`src/rtl/spibm_pkg.sv`:
```
package spibm_pkg;
   // register offsets (the map is decoded by software, so it is fixed)
   localparam logic [7:0] OFS_CTL  = 8'h00;
   localparam logic [7:0] OFS_CFG  = 8'h04;
   localparam logic [7:0] OFS_TXD  = 8'h08;
   localparam logic [7:0] OFS_RXD  = 8'h0C;
   localparam logic [7:0] OFS_IST  = 8'h28;
   localparam logic [7:0] OFS_IMSK = 8'h2C;

   // field positions
   localparam int B_DONE  = 0;
   localparam int B_CSLO  = 16;
   localparam int PSC_W   = 5;
   localparam int B_BLEN  = 5;
   localparam int B_CPHA  = 6;
   localparam int B_CPOL  = 7;
   localparam int B_FLUSH = 9;
   localparam int B_LANE  = 10;
   localparam int B_ADRL  = 12;
   localparam int B_INSL  = 13;
   localparam int B_SRST  = 16;
   localparam int B_QUEUE = 17;
   localparam int IST_W   = 2;

   typedef struct packed {
      logic             queue;
      logic             ins_lane;
      logic             adr_lane;
      logic [1:0]       lanes;
      logic             cpol;
      logic             cpha;
      logic             blen;
      logic [PSC_W-1:0] psc;
   } cfg_t;
endpackage

```
`src/rtl/spibm_clkdiv.sv`:
```
module spibm_clkdiv #(
   parameter int PSC_W = 5
) (
   input  logic             clk,
   input  logic             rst_n,
   input  logic             clear,
   input  logic             run,
   input  logic [PSC_W-1:0] psc,
   output logic             tick
);
   localparam int SUM_W = PSC_W + 1;

   logic [SUM_W-1:0] psc_p1;
   logic [PSC_W-1:0] half_m1;
   logic [PSC_W-1:0] half_q;
   logic [PSC_W-1:0] cnt_q;

   // half period = ceil(p/2), p = 0 acts as 1
   always_comb begin
      psc_p1 = {1'b0, psc} + SUM_W'(1);
      if (psc == '0) half_m1 = '0;
      else           half_m1 = PSC_W'((psc_p1 >> 1) - SUM_W'(1));
   end

   always_ff @(posedge clk or negedge rst_n) begin
      if (!rst_n) begin
         cnt_q  <= '0;
         half_q <= '0;
      end else if (clear) begin
         cnt_q  <= '0;
         half_q <= half_m1;
      end else if (run) begin
         cnt_q <= (cnt_q == half_q) ? '0 : cnt_q + PSC_W'(1);
      end
   end

   assign tick = run && !clear && (cnt_q == half_q);
endmodule

```
`src/rtl/spibm_engine.sv`:
```
module spibm_engine #(
   parameter int BYTE_W = 8
) (
   input  logic              clk,
   input  logic              rst_n,
   input  logic              start,
   input  logic              abort,
   input  logic              tick,
   input  logic              cpol_cfg,
   input  logic              cpha_cfg,
   input  logic [BYTE_W-1:0] tx_in,
   input  logic              miso,
   output logic              sclk,
   output logic              mosi,
   output logic              busy,
   output logic              fin,
   output logic [BYTE_W-1:0] rx_out
);
   localparam int EDGES = 2 * BYTE_W;
   localparam int EW    = $clog2(EDGES);

   logic [EW-1:0]     edge_q;
   logic              ph_q, cpol_q, cpha_q, busy_q;
   logic [BYTE_W-1:0] txs_q, rxs_q;
   logic              odd, last, smp, shf, step;

   always_comb begin
      odd  = edge_q[0];
      last = (edge_q == EW'(EDGES - 1));
      step = busy_q && tick;
      // phase 0: sample leading, shift trailing; phase 1: the reverse
      smp  = cpha_q ? odd : !odd;
      shf  = cpha_q ? (!odd && (edge_q != '0)) : (odd && !last);
   end

   always_ff @(posedge clk or negedge rst_n) begin
      if (!rst_n) begin
         busy_q <= 1'b0;
         edge_q <= '0;
         ph_q   <= 1'b0;
         cpol_q <= 1'b0;
         cpha_q <= 1'b0;
         txs_q  <= '0;
         rxs_q  <= '0;
      end else if (abort) begin
         busy_q <= 1'b0;
         edge_q <= '0;
         ph_q   <= 1'b0;
      end else if (start) begin
         busy_q <= 1'b1;
         edge_q <= '0;
         ph_q   <= 1'b0;
         cpol_q <= cpol_cfg;
         cpha_q <= cpha_cfg;
         txs_q  <= tx_in;
         rxs_q  <= '0;
      end else if (step) begin
         ph_q   <= ~ph_q;
         edge_q <= edge_q + EW'(1);
         if (smp) rxs_q <= {rxs_q[BYTE_W-2:0], miso};
         if (shf) txs_q <= {txs_q[BYTE_W-2:0], 1'b0};
         if (last) busy_q <= 1'b0;
      end
   end

   assign fin    = step && last && !abort;
   assign rx_out = smp ? {rxs_q[BYTE_W-2:0], miso} : rxs_q;
   assign sclk   = busy_q ? (cpol_q ^ ph_q) : cpol_cfg;
   assign mosi   = txs_q[BYTE_W-1];
   assign busy   = busy_q;
endmodule

```
`src/rtl/spibm_regs.sv`:
```
module spibm_regs
   import spibm_pkg::*;
#(
   parameter int ADDR_W = 8,
   parameter int CS_N   = 4,
   parameter int BYTE_W = 8
) (
   input  logic              clk,
   input  logic              rst_n,
   input  logic              reg_wen,
   input  logic [ADDR_W-1:0] reg_addr,
   input  logic [31:0]       reg_wdata,
   output logic [31:0]       reg_rdata,
   input  logic              busy,
   input  logic              fin,
   input  logic [BYTE_W-1:0] rx_in,
   output logic              start,
   output logic              srst,
   output logic [BYTE_W-1:0] tx_byte,
   output logic [CS_N-1:0]   cs_en,
   output logic              cpol,
   output logic              cpha,
   output logic [PSC_W-1:0]  psc,
   output logic              irq,
   output logic              done_o,
   output logic [IST_W-1:0]  ist_o,
   output logic              flush_o
);
   logic sel_ctl, sel_cfg, sel_txd, sel_ist, sel_imsk;

   cfg_t              cfg_q;
   logic [CS_N-1:0]   cs_q;
   logic [IST_W-1:0]  ist_q, imsk_q, w1c;
   logic              done_q, flush_q;
   logic [BYTE_W-1:0] rxd_q;
   logic              unused_wbits;

   assign sel_ctl  = reg_wen && (reg_addr == ADDR_W'(OFS_CTL));
   assign sel_cfg  = reg_wen && (reg_addr == ADDR_W'(OFS_CFG));
   assign sel_txd  = reg_wen && (reg_addr == ADDR_W'(OFS_TXD));
   assign sel_ist  = reg_wen && (reg_addr == ADDR_W'(OFS_IST));
   assign sel_imsk = reg_wen && (reg_addr == ADDR_W'(OFS_IMSK));

   assign srst    = sel_cfg && reg_wdata[B_SRST];
   assign start   = sel_txd && !busy;
   assign tx_byte = reg_wdata[BYTE_W-1:0];
   assign w1c     = sel_ist ? reg_wdata[IST_W-1:0] : '0;
   assign unused_wbits = ^{reg_wdata[31:18], reg_wdata[15:14], reg_wdata[8]};

   always_ff @(posedge clk or negedge rst_n) begin
      if (!rst_n) begin
         cfg_q   <= '0;
         cs_q    <= '0;
         imsk_q  <= '0;
         ist_q   <= '0;
         done_q  <= 1'b0;
         flush_q <= 1'b0;
         rxd_q   <= '0;
      end else begin
         flush_q <= sel_cfg && reg_wdata[B_FLUSH];
         if (sel_ctl) cs_q <= reg_wdata[B_CSLO +: CS_N];
         if (sel_cfg) begin
            cfg_q.queue    <= reg_wdata[B_QUEUE];
            cfg_q.ins_lane <= reg_wdata[B_INSL];
            cfg_q.adr_lane <= reg_wdata[B_ADRL];
            cfg_q.lanes    <= reg_wdata[B_LANE +: 2];
            cfg_q.cpol     <= reg_wdata[B_CPOL];
            cfg_q.cpha     <= reg_wdata[B_CPHA];
            cfg_q.blen     <= reg_wdata[B_BLEN];
            cfg_q.psc      <= reg_wdata[PSC_W-1:0];
         end
         if (sel_imsk) imsk_q <= reg_wdata[IST_W-1:0];
         if (srst) begin
            ist_q  <= 2'b10;
            done_q <= 1'b0;
            rxd_q  <= '0;
         end else begin
            ist_q <= (ist_q & ~w1c) | {IST_W{fin}};
            if (start)    done_q <= 1'b0;
            else if (fin) done_q <= 1'b1;
            if (fin) rxd_q <= rx_in;
         end
      end
   end

   always_comb begin
      reg_rdata = '0;
      case (reg_addr)
         ADDR_W'(OFS_CTL): begin
            reg_rdata[B_CSLO +: CS_N] = cs_q;
            reg_rdata[B_DONE]         = done_q;
         end
         ADDR_W'(OFS_CFG): begin
            reg_rdata[B_QUEUE]     = cfg_q.queue;
            reg_rdata[B_INSL]      = cfg_q.ins_lane;
            reg_rdata[B_ADRL]      = cfg_q.adr_lane;
            reg_rdata[B_LANE +: 2] = cfg_q.lanes;
            reg_rdata[B_FLUSH]     = flush_q;
            reg_rdata[B_CPOL]      = cfg_q.cpol;
            reg_rdata[B_CPHA]      = cfg_q.cpha;
            reg_rdata[B_BLEN]      = cfg_q.blen;
            reg_rdata[PSC_W-1:0]   = cfg_q.psc;
         end
         ADDR_W'(OFS_RXD):  reg_rdata[BYTE_W-1:0] = rxd_q;
         ADDR_W'(OFS_IST):  reg_rdata[IST_W-1:0]  = ist_q;
         ADDR_W'(OFS_IMSK): reg_rdata[IST_W-1:0]  = imsk_q;
         default:           reg_rdata = '0;
      endcase
   end

   assign cs_en   = cs_q;
   assign cpol    = cfg_q.cpol;
   assign cpha    = cfg_q.cpha;
   assign psc     = cfg_q.psc;
   assign irq     = |(ist_q & imsk_q);
   assign done_o  = done_q;
   assign ist_o   = ist_q;
   assign flush_o = flush_q;
endmodule

```
`src/rtl/spi_byte_master.sv`:
```
module spi_byte_master
   import spibm_pkg::*;
#(
   parameter int ADDR_W     = 8,
   parameter int CS_N       = 4,
   parameter int BYTE_W     = 8,
   parameter bit CS_ACT_LOW = 1'b1
) (
   input  logic              clk,
   input  logic              rst_n,
   input  logic [ADDR_W-1:0] reg_addr,
   input  logic              reg_wen,
   input  logic [31:0]       reg_wdata,
   output logic [31:0]       reg_rdata,
   output logic              irq,
   output logic              spi_sclk,
   output logic              spi_mosi,
   input  logic              spi_miso,
   output logic [CS_N-1:0]   spi_cs_o
);
   if (CS_N < 1 || CS_N > 4) begin : g_bad_cs
      $error("CS_N must be within 1..4");
   end
   if (BYTE_W < 2 || BYTE_W > 8) begin : g_bad_byte
      $error("BYTE_W must be within 2..8");
   end
   if (ADDR_W < 6) begin : g_bad_addr
      $error("ADDR_W must reach offset 0x2C");
   end

   logic              xfer_start, soft_rst, xfer_fin, div_tick, eng_busy;
   logic              cfg_cpol, cfg_cpha, done_flag, flush_flag;
   logic [PSC_W-1:0]  cfg_psc;
   logic [IST_W-1:0]  ist_bits;
   logic [BYTE_W-1:0] tx_byte, rx_byte;
   logic [CS_N-1:0]   cs_en;

   spibm_regs #(.ADDR_W(ADDR_W), .CS_N(CS_N), .BYTE_W(BYTE_W)) u_regs (
      .clk(clk), .rst_n(rst_n), .reg_wen(reg_wen), .reg_addr(reg_addr),
      .reg_wdata(reg_wdata), .reg_rdata(reg_rdata), .busy(eng_busy),
      .fin(xfer_fin), .rx_in(rx_byte), .start(xfer_start), .srst(soft_rst),
      .tx_byte(tx_byte), .cs_en(cs_en), .cpol(cfg_cpol), .cpha(cfg_cpha),
      .psc(cfg_psc), .irq(irq), .done_o(done_flag), .ist_o(ist_bits),
      .flush_o(flush_flag)
   );

   spibm_clkdiv #(.PSC_W(PSC_W)) u_div (
      .clk(clk), .rst_n(rst_n), .clear(xfer_start || soft_rst),
      .run(eng_busy), .psc(cfg_psc), .tick(div_tick)
   );

   spibm_engine #(.BYTE_W(BYTE_W)) u_eng (
      .clk(clk), .rst_n(rst_n), .start(xfer_start), .abort(soft_rst),
      .tick(div_tick), .cpol_cfg(cfg_cpol), .cpha_cfg(cfg_cpha),
      .tx_in(tx_byte), .miso(spi_miso), .sclk(spi_sclk), .mosi(spi_mosi),
      .busy(eng_busy), .fin(xfer_fin), .rx_out(rx_byte)
   );

   if (CS_ACT_LOW) begin : g_cs_low
      assign spi_cs_o = ~cs_en;
   end else begin : g_cs_high
      assign spi_cs_o = cs_en;
   end
endmodule

```
`config.mk`:
```
export PLATFORM = sky130hd
export DESIGN_NAME = spi_byte_master
export DESIGN_NICKNAME = d
export VERILOG_FILES = /design/src/rtl/spibm_pkg.sv /design/src/rtl/spibm_clkdiv.sv /design/src/rtl/spibm_engine.sv /design/src/rtl/spibm_regs.sv /design/src/rtl/spi_byte_master.sv
export SDC_FILE = /design/constraint.sdc
export NUM_CORES = 1
export LEC_CHECK = 0
export CAP_MARGIN = 20
export CELL_PAD_IN_SITES_DETAIL_PLACEMENT = 0
export CELL_PAD_IN_SITES_GLOBAL_PLACEMENT = 2
export CORE_ASPECT_RATIO = 0.5
export CORE_MARGIN = 8
export CORE_UTILIZATION = 33
export DETAILED_ROUTE_END_ITERATION = 16
export HOLD_SLACK_MARGIN = 0.02
export MAX_ROUTING_LAYER = met4
export PLACE_DENSITY = 0.89
export RECOVER_POWER = 100
export SLEW_MARGIN = 20
export SYNTH_ARGS = -nofsm -noshare
export SYNTH_HDL_FRONTEND = slang
export SYNTH_HIERARCHICAL = 1
export SYNTH_SLANG_ARGS = --single-unit
```
`constraint.sdc`:
```
create_clock -name clk -period 3.7 [get_ports clk]
set_input_delay 0.37 -clock clk [delete_from_list [all_inputs] [get_ports clk]]
set_output_delay 0.37 -clock clk [all_outputs]
set_load 0.005 [all_outputs]
```
==> impl_results.md <==
- Net count reported at finish: 426
- Total power draw: 1.80 mW
- Post-route setup TNS: 0 ps
- Max-slew violation count: 0
- Area contributors post-synth: sky130_fd_sc_hd__dfrtp_1, sky130_fd_sc_hd__buf_4, sky130_fd_sc_hd__mux2_1, sky130_fd_sc_hd__mux2_2, sky130_fd_sc_hd__a22o_1
- Antenna Violating Nets Remaining: 0
- H-tree depth reported by CTS: 3
- Cell leakage power: 2.13 nW
- Share of Yosys cell area claimed by the top area cell type: 42.7%
- Fraction of synthesized area in multiplexers: 16.3%
- Number of clock sinks seen by CTS: 65
- Growth of design area from synthesis to finish: 18.9%
- Iter 0 DRT Violations: 136
- Synthesized-area fraction occupied by adder cells: 1.97%
- Post CTS Setup Buffer Count: 0
- Share of total power in sequential cells: 43.4%
- Type of the tightest min-delay check: in2async
- Startpoint kind of the worst setup timing path: input port
- Sequential-to-total area share from yosys stat: 42.7%
- Number of failing hold endpoints at the final stage: 0
- Library cell occupying the most area in the post-synthesis netlist: sky130_fd_sc_hd__dfrtp_1
- Internal power: 1.37 mW
- Arrival @ worst endpoint: 3090 ps
- Final wirelength: 8260 µm
- Switching share of power: 24.1%
- Most used cell, CP: sky130_fd_sc_hd__dlygate4sd3_1
- Power Dens Cells: 397 mW/mm²
- Dominant combinational cell family by area after synthesis: simple AND/OR/NAND/NOR gates
- Distinct cell type count of the synthesized netlist: 62
- DR vias: 2596
- Diode count: 0
- Core Box Area: 0.0111 mm²
- RSZ-0062 raised after global routing: false
- Synthesized instance count: 330
- Area of the die: 0.0154 mm²
- Insertion delay of the later-clocked pin in the worst-skew pair: 320 ps
- Normalized max-slew margin: 1.17%
- Endpoints failing setup: 0
- Synthesized area divided by synthesized cell count: 11.5 µm²
- Simple-gate area share of the yosys netlist: 16.8%
- Post-cts resize count: 0
- Fraction of final layout cells with drive strength greater than 1: 13.9%
- Flip-flop cell with the highest count after synthesis: sky130_fd_sc_hd__dfrtp_1
- Yosys synthesis warning count: 6
- Standard-cell rows: 27
- Top Ports: 83
- Max-Cap Viols: 0
- TritonCTS clock tree: yes
- Worst Skew: 5.10 ps
- Count of hold-fix buffers inserted at cts: 0
- Type of the worst setup path: in2out
- Tot GR Track Use: 11.4%
- Leading cell type by number of instances after synthesis: sky130_fd_sc_hd__dfrtp_1
- Vias in the first global route: 2612
- DP HPWL: 6200 µm
- Clock root buffer: sky130_fd_sc_hd__clkbuf_16
- Maximum buffer depth of the clock tree: 2
- Required @ worst endpoint: 3330 ps
- Die width: 168 µm
- TritonCTS buffer count: 9
- Transition time at the pin with the least slew margin: 1480 ps
- Number of enable flip-flop cells after synthesis: 0
- Top cell types by occurrence after synthesis: sky130_fd_sc_hd__dfrtp_1, sky130_fd_sc_hd__buf_4, sky130_fd_sc_hd__nor2_1
- Initial antenna violation count: 0
- Reg clk slew, reported paths: 50 ps
- Period utilization: 93.4%
- Post-Synth XOR/XNOR Area: 3.42%
- Combinational power share: 11.5%
- Worst path cell trace: dlygate4sd3_1, or4_1, nor2_1, a22o_1, dlygate4sd3_1
- CP peak stage delay: 670 ps
- Register bit count reported by yosys: 65
- Starting utilization of the core area: 34.3%
- Routability-driven placement congestion ratio: 0.773
- Startpoint of the worst-slack reg-to-reg timing path: u_eng/busy$_DFFE_PN0P_
- Element type at the critical path end: output pin
- Period minus WS final: 3460 ps
- Switching Power: 0.433 mW
- WP buf/inv: 2
- Highest clock frequency the design can meet: 289 MHz
- Part of the power in the clock network: 45.1%
- Aggregate global routing overflow: 0
- Proportion of register bits with asynchronous set or reset after synthesis: 100%
- Family of cells with the greatest summed delay on the critical path: simple AND/OR/NAND/NOR gates
- IR drop worst, VDD: 0.000218 V
- Detailed-routing iteration count for the pre-antenna-repair pass: 4
- Pin count of the biggest net entering global routing: 40
- Biggest fanout along the worst timing path: 10
- First-pass GRT wire length: 13700 µm
- Port bufs: 52
- Mean number of vias per cell: 4.94
- Cell at the slowest stage of the critical path: sky130_fd_sc_hd__or4_1
- Status: finished clean
- Critical Path Start: reg_addr[5]
- Area fraction in compound gates after synthesis: 9.82%
- Die Y: 92.0 µm
- Post-synth design cell area: 0.00381 mm²
- Avg WL per Cell: 15.7 µm
- # DRC: 0
-- sequential cells by signal, summed over array words and instances, names as in the netlist --
signal	flops
u_eng/cpha_q	1
u_eng/ph_q	1
u_regs/cfg_q	6
u_eng/busy	1
u_regs/psc	5
u_regs/flush_o	1
u_regs/done_o	1
u_div/half_q	5
u_eng/txs_q	8
u_div/cnt_q	5
u_eng/rxs_q	8
u_regs/cpol	1
u_regs/imsk_q	2
u_regs/cs_en	4
u_regs/rxd_q	8
u_regs/cpha	1
u_eng/cpol_q	1
u_regs/ist_o	2
u_eng/edge_q	4
-- cell usage in the layout, fill, tap and decap left out, drive strengths merged, types with 13 or more instances in the layout --
cell	n
clkdlybuf4s50	30
nor2	21
and3	14
dfrtp	65
clkbuf	13
inv	15
mux2	43
a22o	16
dlygate4sd3	21
conb	15
-- through the flow --
step / worst slack [ps] / hold WS [ps] / util [%] / cell area (µm²) / cells
after floorplan: 543 / 74.4 / - / 3860 / 344
after global placement: 213 / 414 / 39.0 / 4340 / 510
after detailed placement: 159 / 418 / 39.0 / 4340 / 510
after CTS: 490 / 66.8 / 41.6 / 4620 / 526
after global routing: 156 / 509 / 40.8 / 4530 / 526
final: 243 / 391 / 40.8 / 4530 / 526
-- layer usage --
| metal | global-route usage [%] | share of wire, % | vias up |
|---|---|---|---|
| met1 | 13.8 | 47 | 1284 |
| met3 | 2.48 | 3.9 | 8 |
| li1 | - | - | 1249 |
| met5 | - | 0 | - |
| met4 | 4.43 | 1.5 | 0 |
| met2 | 18.3 | 48 | 55 |
-- cell type report --
class | instances | area, µm²
tap | 145 | 181
multi-input combinational | 225 | 1810
inverter | 15 | 56.3
clock inverter | 6 | 58.8
clock buffer | 10 | 229
fill | 1077 | 6590
sequential | 65 | 1630
timing repair buffer | 60 | 568
-- final timing paths --
path / end / cells after the start / slack (ps)
max in group asynchronous: u_div/cnt_q[2]$_DFFE_PN0P_ / 2 / 1650
hold reg to reg: u_regs/cfg_q[9]$_DFFE_PN0P_ / 1 / 490
setup / recovery: reg_rdata[2] / 5 / 240
hold / removal: u_regs/cs_en[3]$_DFFE_PN0P_ / 1 / 390
min in group clk: u_regs/cfg_q[9]$_DFFE_PN0P_ / 1 / 490
setup reg to reg: u_regs/rxd_q[0]$_DFFE_PN0P_ / 7 / 680
-- cells by family (layout without fill, tap and decap cells) --
group                      after synthesis  in the layout
buffers and inverters                   54             91
DFF                                     65             65
and+or+nand+nor                         92             92
adders and majority gates                6              6
muxes                                   54             54
AOI/OAI and AO/OA                       44             44
xor gates and xnor gates                14             14
other                                    1             15
-- power groups by stage --
stage	Sequential, mW	Combinational (mW)	Clock, mW
6_report	0.781	0.207	0.811
5_1_grt	0.786	0.231	0.865
4_1_cts	0.782	0.216	0.836
3_5_place_dp	0.794	0.216	0
3_3_place_gp	0.794	0.211	0
2_1_floorplan	0.780	0.156	0
-- worst reg2reg max path, delay by kind of cell, from the launching register on --
family / cells / cell delay [ps]
buffers and inverters: 2 / 920
AND/OR/NAND/NOR: 4 / 1420
multiplexers: 1 / 220
flip-flops: 1 / 350
No activity file was read; power rests on OpenSTA's default activity.
